File: src/rtl/ersd_pkg.sv
package ersd_pkg;
   typedef enum logic {
      GRP_DATA = 1'b0,
      GRP_ECC  = 1'b1
   } grp_e;

   function automatic int bits_for(input int max_val);
      return (max_val < 2) ? 1 : $clog2(max_val + 1);
   endfunction
endpackage

File: src/rtl/zero_popcnt.sv
module zero_popcnt #(
   parameter int W  = 8,
   parameter int OW = 4
) (
   input  logic [W-1:0]  bits_in,
   output logic [OW-1:0] zeros
);
   if (W < 1) begin : g_bad_w
      $error("zero_popcnt: W must be positive");
   end
   if ((1 << OW) <= W) begin : g_bad_ow
      $error("zero_popcnt: OW too narrow for W");
   end

   logic [W-1:0] inv;

   for (genvar i = 0; i < W; i++) begin : g_inv
      assign inv[i] = ~bits_in[i];
   end

   always_comb begin
      zeros = '0;
      for (int k = 0; k < W; k++) begin
         zeros = zeros + OW'(inv[k]);
      end
   end
endmodule

File: src/rtl/sat_acc.sv
module sat_acc #(
   parameter int AW  = 4,
   parameter int CW  = 4,
   parameter int SAT = 9
) (
   input  logic          clk,
   input  logic          rst_n,
   input  logic          clear,
   input  logic          en,
   input  logic [AW-1:0] add,
   output logic [CW-1:0] cnt
);
   localparam int SW = ersd_pkg::bits_for(SAT + (1 << AW));

   if (SAT >= (1 << CW)) begin : g_bad_cw
      $error("sat_acc: CW too narrow for SAT");
   end

   logic [SW-1:0] base;
   logic [SW-1:0] sum;
   logic [CW-1:0] nxt;

   always_comb begin
      base = clear ? '0 : SW'(cnt);
      sum  = base + SW'(add);
      nxt  = (sum > SW'(SAT)) ? CW'(SAT) : CW'(sum);
   end

   always_ff @(posedge clk or negedge rst_n) begin
      if (!rst_n)      cnt <= '0;
      else if (en)     cnt <= nxt;
      else if (clear)  cnt <= '0;
   end


   cnt_le_sat_chk: assert property (@(posedge clk) disable iff (!rst_n)
      cnt <= CW'(SAT));


   sat_hold_chk: assert property (@(posedge clk) disable iff (!rst_n)
      (en && !clear && cnt == CW'(SAT)) |=> cnt == CW'(SAT));
endmodule

File: src/rtl/erased_sector_detect.sv
module erased_sector_detect
   import ersd_pkg::*;
#(
   parameter int BYTE_W = 8,
   parameter int THRESH = 8,
   localparam int SAT = THRESH + 1,
   localparam int CW  = bits_for(SAT)
) (
   input  logic              clk,
   input  logic              rst_n,
   input  logic              in_start,
   input  logic              in_dec_fail,
   input  logic              in_valid,
   input  logic [BYTE_W-1:0] in_byte,
   input  logic              in_is_ecc,
   input  logic              in_last,
   output logic              o_valid,
   output logic              o_erased,
   output logic              o_uncorrectable,
   output logic [CW-1:0]     o_data_zeros,
   output logic              o_fill_ones
);
   localparam int ZW = bits_for(BYTE_W);
   localparam int TW = bits_for(2 * SAT);

   if (THRESH < 1) begin : g_bad_thresh
      $error("erased_sector_detect: THRESH must be at least 1");
   end
   if (BYTE_W < 1) begin : g_bad_byte
      $error("erased_sector_detect: BYTE_W must be positive");
   end

   logic          armed;
   logic          accept;
   logic          fin;
   logic [ZW-1:0] zcnt;
   logic [CW-1:0] d_cnt;
   logic [CW-1:0] e_cnt;
   logic [TW-1:0] total;
   grp_e          grp;

   assign grp    = grp_e'(in_is_ecc);
   assign accept = in_valid && (in_start ? in_dec_fail : armed);
   assign fin    = accept && in_last;

   zero_popcnt #(.W(BYTE_W), .OW(ZW)) u_pop (
      .bits_in (in_byte),
      .zeros   (zcnt)
   );

   sat_acc #(.AW(ZW), .CW(CW), .SAT(SAT)) u_data_acc (
      .clk   (clk),
      .rst_n (rst_n),
      .clear (in_start),
      .en    (accept && grp == GRP_DATA),
      .add   (zcnt),
      .cnt   (d_cnt)
   );

   sat_acc #(.AW(ZW), .CW(CW), .SAT(SAT)) u_ecc_acc (
      .clk   (clk),
      .rst_n (rst_n),
      .clear (in_start),
      .en    (accept && grp == GRP_ECC),
      .add   (zcnt),
      .cnt   (e_cnt)
   );

   always_ff @(posedge clk or negedge rst_n) begin
      if (!rst_n) begin
         armed   <= 1'b0;
         o_valid <= 1'b0;
      end else if (in_start) begin
         armed   <= in_dec_fail && !fin;
         o_valid <= fin;
      end else if (fin) begin
         armed   <= 1'b0;
         o_valid <= 1'b1;
      end
   end

   always_comb begin
      total           = TW'(d_cnt) + TW'(e_cnt);
      o_erased        = o_valid && (total <= TW'(THRESH));
      o_uncorrectable = o_valid && (total >  TW'(THRESH));
      o_data_zeros    = d_cnt;
      o_fill_ones     = o_erased && (d_cnt != '0);
   end


   disarmed_chk: assert property (@(posedge clk) disable iff (!rst_n)
      (in_start && !in_dec_fail) |=> !o_valid);


   last_to_valid_chk: assert property (@(posedge clk) disable iff (!rst_n)
      (armed && !in_start && in_valid && in_last) |=> o_valid);


   verdict_hold_chk: assert property (@(posedge clk) disable iff (!rst_n)
      (o_valid && !in_start) |=> (o_valid && $stable(o_data_zeros) && $stable(o_erased)));


   verdict_onehot_chk: assert property (@(posedge clk) disable iff (!rst_n)
      o_valid |-> $onehot({o_erased, o_uncorrectable}));


   fill_needs_erase_chk: assert property (@(posedge clk) disable iff (!rst_n)
      o_fill_ones |-> (o_erased && o_data_zeros != '0));


   start_clears_chk: assert property (@(posedge clk) disable iff (!rst_n)
      (in_start && !in_last) |=> !o_valid);
endmodule

File: config.mk
export PLATFORM = sky130hd
export DESIGN_NAME = erased_sector_detect
export DESIGN_NICKNAME = d
export VERILOG_FILES = /design/src/rtl/ersd_pkg.sv /design/src/rtl/zero_popcnt.sv /design/src/rtl/sat_acc.sv /design/src/rtl/erased_sector_detect.sv
export SDC_FILE = /design/constraint.sdc
export NUM_CORES = 1
export LEC_CHECK = 0
export CORE_MARGIN = 2
export CORE_UTILIZATION = 28
export DETAILED_ROUTE_END_ITERATION = 7
export PLACE_DENSITY = 0.55
export SYNTH_ARGS = -nofsm -noshare
export SYNTH_HDL_FRONTEND = slang
export SYNTH_SLANG_ARGS = --single-unit
File: constraint.sdc
create_clock -name clk -period 4.2 [get_ports clk]
set_input_delay 0.84 -clock clk [delete_from_list [all_inputs] [get_ports clk]]
set_output_delay 0.84 -clock clk [all_outputs]
set_load 0.02 [all_outputs]
==> results of run 1 <==
==> kinds of logic (layout without fill, tap and decap cells) <==
kind of cell / after synthesis / count (layout)
DFF: 10 / 10
muxes: 4 / 4
AOI/OAI and AO/OA: 28 / 28
xor gates and xnor gates: 8 / 8
buffers and inverters: 24 / 66
adders and majority gates: 22 / 22
and+or+nand+nor: 33 / 33
==> layout make-up <==
type / instances / area (µm²) / area share [%]
well taps: 50 / 62.6 / 3.63
clock buffers: 4 / 55.1 / 3.19
flip-flops and latches: 10 / 250 / 14.5
repair buffers: 40 / 355 / 20.6
multi-input cells: 95 / 916 / 53.1
inverters: 22 / 85.1 / 4.93
==> worst min-delay path by stage <==
stage | startpoint | cells past startpoint | slack, ns | end
2_1_floorplan | rst_n | 0 | 0.54 | armed
3_3_place_gp | armed | 2 | 0.57 | armed
3_5_place_dp | o_valid | 2 | 0.60 | o_valid
4_1_cts | o_valid | 2 | 0.61 | o_valid
5_1_grt | o_valid | 2 | 0.64 | o_valid
6_report | o_valid | 2 | 0.59 | o_valid
==> flip-flops by register name (all words and copies together) (netlist names) <==
register        cells
o_valid             1
u_ecc_acc.cnt       4
armed               1
u_data_acc.cnt      4
==> where the power goes <==
part | switching (mW) | total, mW | internal [mW]
clock network | 0.0379 | 0.120 | 0.0824
logic | 0.167 | 0.341 | 0.174
registers | 0.0113 | 0.121 | 0.109
total | 0.216 | 0.582 | 0.366
==> synthesized netlist by cell type, drive strengths merged, types with 2 or more instances <==
master | instances | area [µm²]
a21oi | 9 | 45.0
a31oi | 4 | 31.3
buf | 2 | 10.0
dfrtp | 10 | 250
fa | 7 | 140
ha | 15 | 188
inv | 22 | 82.6
mux2 | 3 | 37.5
nand2 | 6 | 22.5
nand2b | 4 | 25.0
nand3 | 3 | 15.0
nor2 | 4 | 15.0
nor2b | 7 | 46.3
nor3 | 3 | 15.0
o21ai | 2 | 10.0
o22ai | 2 | 12.5
o31ai | 3 | 27.5
xnor2 | 3 | 45.1
xor2 | 5 | 43.8
==> worst max-delay path: cells and delay by family <==
kind            cells  cell delay [ns]
fa+ha+maj           6             2.28
simple gates        1             0.54
compound gates      4             0.43
buf+inv             4             0.24
==> stage by stage <==
stage | utilization (%) | setup WS [ns]
detailed placement | 39.8 | -0.556
finish | 42.8 | 0.00370
global placement | 39.8 | -0.492
CTS | 41.1 | 0.0354
floorplan | - | 0.00286
global route | 42.8 | -0.106
==> metal layers <==
metal / up-vias / wire, µm / GRT usage [%]
met5: - / 0 / 0
met4: 0 / 61 / 4.36
met3: 8 / 73 / 0.731
met2: 27 / 1480 / 21.6
met1: 490 / 1130 / 13.8
li1: 525 / - / -
==> repair_timing <==
item	CTS	global route
endpoints found under the hold margin	0	0
buffers inserted	1	2
endpoints found under the setup margin	8	8
pin swaps	10	11
gates resized for setup	12	10
==> impl_metrics.csv, run 1 <==
group,metric,value,unit
status,status,"finished, final reports clean",
job,drv_cap,0,
sta,setup_viol,0,
routing,wirelength,2.74,mm
logic_synthesis,synth_area,1180,µm²
logic_synthesis,synth-main-ff-cell,"dfrtp_1",
die,num_io_pins,23,
clock_network,h-tree-depth,1,
routing,wl_per_cell,12.4,µm
routing,route.detailed.drc,0,
die,die_w,69.0,µm
clock_network,clock-root-buffer,"clkbuf_8",
logic_synthesis,synth_cell_types,41,
finish,syn_to_final_growth,45.7,%
logic_synthesis,synth-compound-area-share,16.7,%
place,dp_cells,214,
worst_setup_path,path_cells,"buf_6 -> inv_4 -> ha_4 -> fa_1 -> fa_1 -> fa_2 -> inv_2 -> fa_2 -> inv_2 -> fa_2 -> a21oi_2 -> o21bai_2 -> or4_4 -> o22ai_2 -> a21oi_2",
sta,tightest_slew,0.471,ns
sta,hold_violations,0,
worst_setup_path,crit_path_end_kind,"flip-flop",
sta,rsz0062_at_grt,"true",
finish,final_area,1720,µm²
finish,layout_common_cells,"clkdlybuf4s50_1, buf_4, inv_1",
sta,max_freq,238,MHz
clock_network,clock_latency,0.23,ns
grt,grt_overflow,0,
worst_setup_path,reg2reg_from,"u_ecc_acc.cnt[0]",
worst_hold_path,hp-class,"flip-flop to flip-flop",
logic_synthesis,synthAdderAreaFrac,27.7,%
routing,drtPass1Iterations,4,
place,dpl_cell_area,1600,µm²
power_and_ir_drop,p_leak,0.822,nW
routing,drt-initial-drc-count,26,
power_and_ir_drop,power,0.582,mW
logic_synthesis,synth_xor_area_share,7.51,%
worst_setup_path,crit_type,"input port to flip-flop",
place,port_buffers,22,
logic_synthesis,ys_seq_area_share,21.1,%
finish,finalNonFillerCells,221,
finish,num_antenna_cells,0,
die,start_util,29.4,%
sta,fin_setup_tns,0,ns
finish,nNetsFinal,209,
grt,grt_max_degree,13,
worst_setup_path,rr_worst_depth,8,
worst_setup_path,crit_start,"in_byte[1]",
routing,drtAntennaViolNets,0,
worst_setup_path,cp_slowest_cell,"fa_1",
logic_synthesis,syn_inst,129,
logic_synthesis,yosys_warnings,0,
logic_synthesis,ys_async_sr_fraction,100,%
power_and_ir_drop,peakVddDrop,0.000167,V
finish,drive_above_1_share,28.1,%
grt,antenna_found_initial,0,
worst_setup_path,worstPathArrival,4.32,ns
worst_setup_path,rrSetupSlack,1.88,ns
routing,vias,1050,
worst_setup_path,crit_end,"u_ecc_acc.cnt[0]",
die,die_h,69.0,µm
clock_network,cts-buffers-inserted,3,
grt,grt_use_total,11.6,%
routing,vias_per_cell,4.75,
sta,finalMaxSlewViolations,0,
place,dp_hpwl,2.30,mm
sta,hold_ws,0.592,ns
die,row_count,23,
clock_network,clock-sinks,10,
logic_synthesis,syn_area_per_cell,9.18,µm²
place,gp_congestion,0.728,
clock_network,clk_pin_slew_worst_paths,0.05,ns
clock_network,clock_path_buffers,2,
worst_setup_path,timing.critical_path.from_type,"input port",
logic_synthesis,synth-simple-area-share,15.1,%
worst_setup_path,timing.rr.end,"u_ecc_acc.cnt[0]",
grt,grt_pass1_wl,4.62,mm
power_and_ir_drop,power_per_cell_area,337,nW/µm²
finish,nFillCells,408,
sta,finalCritPeriodShare,99.9,%
worst_setup_path,crit_top_cell,"fa_2",
sta,min_period,4.20,ns
sta,slew_headroom,68.5,%
logic_synthesis,synth_seq_cells,10,
logic_synthesis,muxShareOfSynthArea,4.02,%
worst_setup_path,cp_max_fo,3,
clock_network,cts_tree,"built",
worst_setup_path,crit_required,4.32,ns
logic_synthesis,synth_edf_count,0,
grt,grt_pass1_vias,1047,
die,core_area,4030,µm²
clock_network,ctsHoldBuffers,0,
logic_synthesis,syn-num-nets,166,
die,design.die.area,4760,µm²
sta,finClkSkew,0.00590,ns
worst_setup_path,critPathMaxStageDelay,0.54,ns
logic_synthesis,synth_top_family_by_area,"adder cells",
Note: power is estimated with default switching activity, not from simulation.
==> inputs of run 2 (changes only) <==
PLACE_DENSITY = 0.56   (was 0.55)
SYNTH_HIERARCHICAL = 1   (was not set)
==> run 2 against run 1 <==
- count of clock-buffer cells in the layout unchanged
- first-iteration DRC count up 100%
- final cell count down 0.90%
- sequential cell count unchanged
- critical endpoint is now u_ecc_acc/cnt[0]
- the run now ends with setup timing left
==> impl_metrics.csv, run 2 <==
group,metric,value,unit
die,row_count,23,
power_and_ir_drop,p_leak,0.802,nW
place,dp_hpwl,2.42,mm
finish,layout_common_cells,"clkdlybuf4s50_1, inv_1, buf_4",
sta,max_freq,235,MHz
logic_synthesis,syn_area_per_cell,9.18,µm²
die,start_util,29.2,%
logic_synthesis,ys_seq_area_share,21.5,%
status,status,"complete, but fails checks",
worst_setup_path,reg2reg_from,"u_ecc_acc/cnt[0]",
grt,grt_use_total,13.7,%
finish,reg.largest.list,"u_data_acc/cnt x4, u_ecc_acc/cnt x4",
clock_network,clk_pin_slew_worst_paths,0.05,ns
grt,grt_pass1_wl,4.84,mm
clock_network,h-tree-depth,1,
logic_synthesis,synth_cell_types,34,
sta,rsz0062_at_grt,"true",
worst_hold_path,hold_start,"armed",
power_and_ir_drop,power_per_cell_area,362,nW/µm²
logic_synthesis,yosysTopAreaCell,"dfrtp_1",
worst_setup_path,rr_worst_depth,8,
routing,route.detailed.drc,0,
job,drv_cap,0,
logic_synthesis,ys_top_cells_by_area,"dfrtp_1, ha_1, fa_1",
logic_synthesis,syn-num-nets,164,
logic_synthesis,syn_inst,127,
grt,grt_max_degree,12,
finish,nNetsFinal,207,
worst_hold_path,min_to,"o_valid",
sta,hold_ws,0.621,ns
routing,drtAntennaViolNets,0,
grt,grt_pass1_vias,1087,
place,port_buffers,22,
logic_synthesis,synth_edf_count,0,
logic_synthesis,ys_top_cells_by_count,"inv_1, ha_1, dfrtp_1",
die,num_io_pins,23,
sta,setup_ws,-0.0507,ns
clock_network,cts_tree,"built",
sta,hold_violations,0,
die,core_area,4000,µm²
sta,min_period,4.25,ns
worst_setup_path,cp_max_fo,4,
clock_network,clock-sinks,10,
grt,grt_overflow,0,
sta,finalMaxSlewViolations,0,
die,die_w,68.5,µm
routing,wl_per_cell,13.7,µm
worst_setup_path,timing.rr.end,"u_ecc_acc/cnt[1]",
grt,antenna_found_initial,0,
logic_synthesis,synth_seq_cells,10,
finish,syn_to_final_growth,49.0,%
finish,nFillCells,395,
clock_network,clock_latency,0.24,ns
die,design.die.area,4700,µm²
logic_synthesis,synth_area,1170,µm²
worst_hold_path,holdPathStages,2,
logic_synthesis,synth-main-ff-cell,"dfrtp_1",
logic_synthesis,ys_async_sr_fraction,100,%
clock_network,cts-buffers-inserted,3,
clock_network,clock-root-buffer,"clkbuf_8",
routing,vias,1115,
worst_setup_path,crit_required,4.36,ns
power_and_ir_drop,peakVddDrop,0.000129,V
worst_setup_path,crit_path_end_kind,"flip-flop",
logic_synthesis,yosys_warnings,6,
finish,final_util,43.4,%
sta,finalCritPeriodShare,101,%
clock_network,ctsHoldBuffers,0,
worst_hold_path,hp-class,"flip-flop to flip-flop",
clock_network,clock_path_buffers,2,
sta,setup_viol,7,
die,die_h,68.5,µm
routing,wirelength,3.01,mm
routing,drt-initial-drc-count,52,
sta,tightest_slew,0.481,ns
worst_setup_path,timing.critical_path.from_type,"input port",
finish,num_antenna_cells,0,
worst_setup_path,rrSetupSlack,2.19,ns
worst_setup_path,worstPathArrival,4.41,ns
worst_setup_path,crit_type,"input port to flip-flop",
logic_synthesis,synth_top_area_share,21.5,%
finish,drive_above_1_share,26.0,%
sta,slew_headroom,67.8,%
finish,final_common_cell,"clkdlybuf4s50_1",
routing,vias_per_cell,5.09,
logic_synthesis,yosysMostFrequentCell,"inv_1",
routing,drtPass1Iterations,4,
sta,finClkSkew,0.00156,ns
status,violations,"setup timing",
place,gp_congestion,0.844,
[run 2: area by class of cell]
class	instances	area, µm²	area share [%]
Clock buffer	4	55.1	3.17
Sequential cell	10	250	14.4
Timing Repair Buffer	38	342	19.7
Inverter	20	77.6	4.46
Tap cell	50	62.6	3.60
Multi-Input combinational cell	97	951	54.7
[run 2: cell families (layout without fill, tap and decap cells)]
group | Yosys count | in the layout | synth area share [%]
compound gates | 42 | 42 | 26.4
simple gates | 28 | 28 | 13.6
fa+ha+maj | 22 | 22 | 28.1
buf+inv | 20 | 62 | 6.44
flops | 10 | 10 | 21.5
xor+xnor | 4 | 4 | 3.00
mux | 1 | 1 | 0.966
[run 2: per-layer routing]
layer  global-route usage, %  up-vias  share of wire [%]
met5                       0        -                  0
met4                    6.00        0                  0
met2                    25.4       24                 53
met1                    16.4      542                 43
li1                        -      549                  -
met3                   0.487        0                3.2
[run 2: where the power goes]
part	leakage [nW]	internal [mW]	switching [mW]	total, mW
clock	0.0288	0.0827	0.0409	0.124
sequential	0.134	0.108	0.0124	0.120
combinational	0.639	0.189	0.197	0.386
[run 2: worst max-delay path by stage]
stage                from                 to  slack (ns)  cells after the start
2_1_floorplan  in_byte[0]   u_ecc_acc/cnt[3]       -0.01                     13
5_1_grt        in_byte[1]  u_data_acc/cnt[2]       -0.19                     16
3_3_place_gp   in_byte[0]  u_data_acc/cnt[1]       -0.59                     15
3_5_place_dp   in_byte[0]  u_data_acc/cnt[2]       -0.68                     15
4_1_cts        in_byte[0]   u_ecc_acc/cnt[1]       -0.16                     15
6_report       in_byte[1]   u_ecc_acc/cnt[0]       -0.05                     16
[run 2: metrics by stage]
step           setup WS, ns  power (mW)  setup TNS [ns]  area [µm²]  instances
6_report            -0.0507       0.630          -0.165        1740        219
5_1_grt              -0.186       0.680           -1.14        1740        219
3_5_place_dp         -0.682       0.443           -5.05        1580        213
3_3_place_gp         -0.594       0.435           -4.41        1580        213
2_1_floorplan       -0.0141       0.325         -0.0282        1200        127
4_1_cts              -0.155       0.590          -0.838        1660        218
[run 2: timing repair]
action,in CTS,in global routing
setup endpoints to repair,8,8
buffers inserted,1,1
resized for setup,20,10
pin swaps,12,18
[run 2: worst max-delay path, stage by stage]
cell and delay (ns):
buf_6 0.09, fa_1 0.53, inv_1 0.05, fa_1 0.44, fa_1 0.50, ha_2 0.18
inv_2 0.04, fa_1 0.48, inv_2 0.07, buf_4 0.14, ha_4 0.23, a21o_1 0.22
buf_4 0.17, a31oi_4 0.17, o211ai_1 0.11, a31oi_1 0.14
==> inputs of run 3 (changes only) <==
GPL_ROUTABILITY_DRIVEN = 1   (was not set)
PLACE_DENSITY = 0.59   (was 0.56)
==> run 3 against run 2 <==
- the flow still finishes with violations (setup timing)
- wire length rose by 9.3%
- worst setup slack got worse by 0.0075 ns
- via count rose by 3.0%
- largest power group unchanged
- highest routed layer is now met4
==> impl_metrics.csv, run 3 (synthesized netlist as in run 2, its figures left out) <==
group,metric,value,unit
status,status,"complete, but fails checks",
status,violations,"setup timing",
grt,grt_max_degree,12,
worst_setup_path,reg2reg_from,"u_data_acc/cnt[0]",
worst_setup_path,timing.critical_path.from_type,"input port",
die,num_io_pins,23,
sta,hold_violations,0,
sta,fin_setup_tns,-0.363,ns
worst_hold_path,hold_start,"armed",
finish,final_common_cell,"clkdlybuf4s50_1",
sta,setup_ws,-0.0582,ns
clock_network,cts-buffers-inserted,3,
die,start_util,29.2,%
power_and_ir_drop,switching_share,41.1,%
finish,drive_above_1_share,23.8,%
die,design.die.area,4700,µm²
place,port_buffers,22,
routing,vias_per_cell,5.27,
die,die_w,68.5,µm
sta,min_period,4.26,ns
routing,drtPass1Iterations,4,
sta,finalMaxSlewViolations,0,
clock_network,clock_latency,0.23,ns
finish,syn_to_final_growth,49.5,%
worst_setup_path,crit_required,4.32,ns
worst_hold_path,hp-class,"flip-flop to flip-flop",
routing,wl_per_cell,15.1,µm
clock_network,cts_tree,"built",
power_and_ir_drop,clock_power_share,15.7,%
sta,rsz0062_at_grt,"true",
worst_hold_path,holdPathStages,2,
worst_setup_path,timing.rr.end,"u_data_acc/cnt[1]",
power_and_ir_drop,sequentialPowerShare,19.3,%
place,gp_congestion,0.904,
power_and_ir_drop,power_per_cell_area,358,nW/µm²
routing,wirelength,3.28,mm
finish,reg.largest.list,"u_data_acc/cnt x4, u_ecc_acc/cnt x4",
place,dp_hpwl,2.59,mm
die,die_h,68.5,µm
clock_network,clk_pin_slew_worst_paths,0.04,ns
sta,setup_viol,8,
power_and_ir_drop,p_switching,0.256,mW
worst_setup_path,crit_path_end_kind,"flip-flop",
worst_setup_path,cp_max_fo,4,
power_and_ir_drop,internal_power,0.367,mW
routing,drtAntennaViolNets,0,
sta,slew_headroom,66.7,%
sta,hold_ws,0.600,ns
clock_network,clock-sinks,10,
sta,max_freq,235,MHz
power_and_ir_drop,peakVddDrop,0.000123,V
power_and_ir_drop,p_leak,0.794,nW
worst_setup_path,rrSetupSlack,2.09,ns
job,drv_cap,0,
worst_setup_path,worstPathArrival,4.38,ns
routing,vias,1149,
finish,layout_common_cells,"clkdlybuf4s50_1, inv_1, buf_4",
sta,finalCritPeriodShare,101,%
finish,num_antenna_cells,0,
grt,antenna_found_initial,0,
clock_network,clock_path_buffers,2,
grt,grt_overflow,0,
sta,tightest_slew,0.498,ns
worst_setup_path,rr_worst_depth,8,
clock_network,ctsHoldBuffers,0,
finish,nNetsFinal,207,
grt,grt_pass1_vias,1190,
power_and_ir_drop,combPwrFrac,65.0,%
routing,drt-initial-drc-count,22,
clock_network,h-tree-depth,1,
die,row_count,23,
sta,finClkSkew,0.000518,ns
clock_network,clock-root-buffer,"clkbuf_8",
worst_hold_path,min_to,"o_valid",
routing,route.detailed.drc,0,
grt,grt_use_total,15.1,%
grt,grt_pass1_wl,5.32,mm
finish,final_util,43.6,%
worst_setup_path,crit_type,"input port to flip-flop",
die,core_area,4000,µm²
[run 3: cell count changes in the layout (fill, tap and decap cells not counted), moves of 2 or more]
cell / previous run / this run
and2b_2: 2 / 0
a2111oi_2: 3 / 1
a2111oi_4: 1 / 3
and2b_1: 0 / 2
buf_4: 15 / 13
[run 3: worst max path at each step]
stage          startpoint                 to  slack (ns)  depth (start not counted)
6_report       in_byte[0]   u_ecc_acc/cnt[3]       -0.06                         15
5_1_grt        in_byte[0]  u_data_acc/cnt[1]       -0.17                         15
4_1_cts        in_byte[0]  u_data_acc/cnt[1]       -0.17                         15
3_3_place_gp   in_byte[0]  u_data_acc/cnt[1]       -0.57                         15
2_1_floorplan  in_byte[0]   u_ecc_acc/cnt[3]       -0.01                         13
3_5_place_dp   in_byte[0]  u_data_acc/cnt[1]       -0.64                         15
[run 3: power by group through the flow]
stage	sequential [mW]	combinational (mW)	clock, mW
floorplan	0.125	0.200	0
global placement	0.121	0.309	0
detailed placement	0.122	0.326	0
CTS	0.120	0.366	0.0990
global route	0.122	0.445	0.106
finish	0.120	0.405	0.0975
[run 3: critical path, stage by stage]
cell       delay [ns]
buf_6            0.09
fa_1             0.52
inv_1            0.05
fa_1             0.46
fa_1             0.50
ha_2             0.18
inv_2            0.04
fa_1             0.51
inv_2            0.07
buf_4            0.14
ha_4             0.23
a21o_1           0.22
a2111oi_4        0.31
a31oi_2          0.09
o21a_1           0.13
[run 3: routing by layer]
layer | track usage, % | vias to the layer above | share of wire, %
met4 | 7.75 | 0 | 2.6
li1 | - | 548 | -
met2 | 26.6 | 32 | 50
met5 | 0 | - | 0
met1 | 18.2 | 559 | 43
met3 | 1.46 | 10 | 4.1
[run 3: repair_timing]
action,4_1_cts,5_1_grt
setup buffers,2,0
setup endpoints to repair,8,8
cloned,0,0
gates resized for setup,21,9
pin swaps,18,12
[run 3: per-stage QoR]
| step | cells | cell area (µm²) | power [mW] | setup WS, ns |
|---|---|---|---|---|
| final | 218 | 1740 | 0.623 | -0.0582 |
| after global routing | 218 | 1740 | 0.674 | -0.174 |
| after CTS | 218 | 1670 | 0.585 | -0.172 |
| after detailed placement | 213 | 1580 | 0.448 | -0.639 |
| after global placement | 213 | 1580 | 0.430 | -0.569 |
| after floorplan | 127 | 1200 | 0.325 | -0.0141 |
[run 3: layout make-up]
class	instances	area, µm²
fillers	388	2260
clock buffers	3	41.3
well taps	50	62.6
repair buffers	38	343
inverters	20	75.1
multi-input cells	97	971
flip-flops and latches	10	250
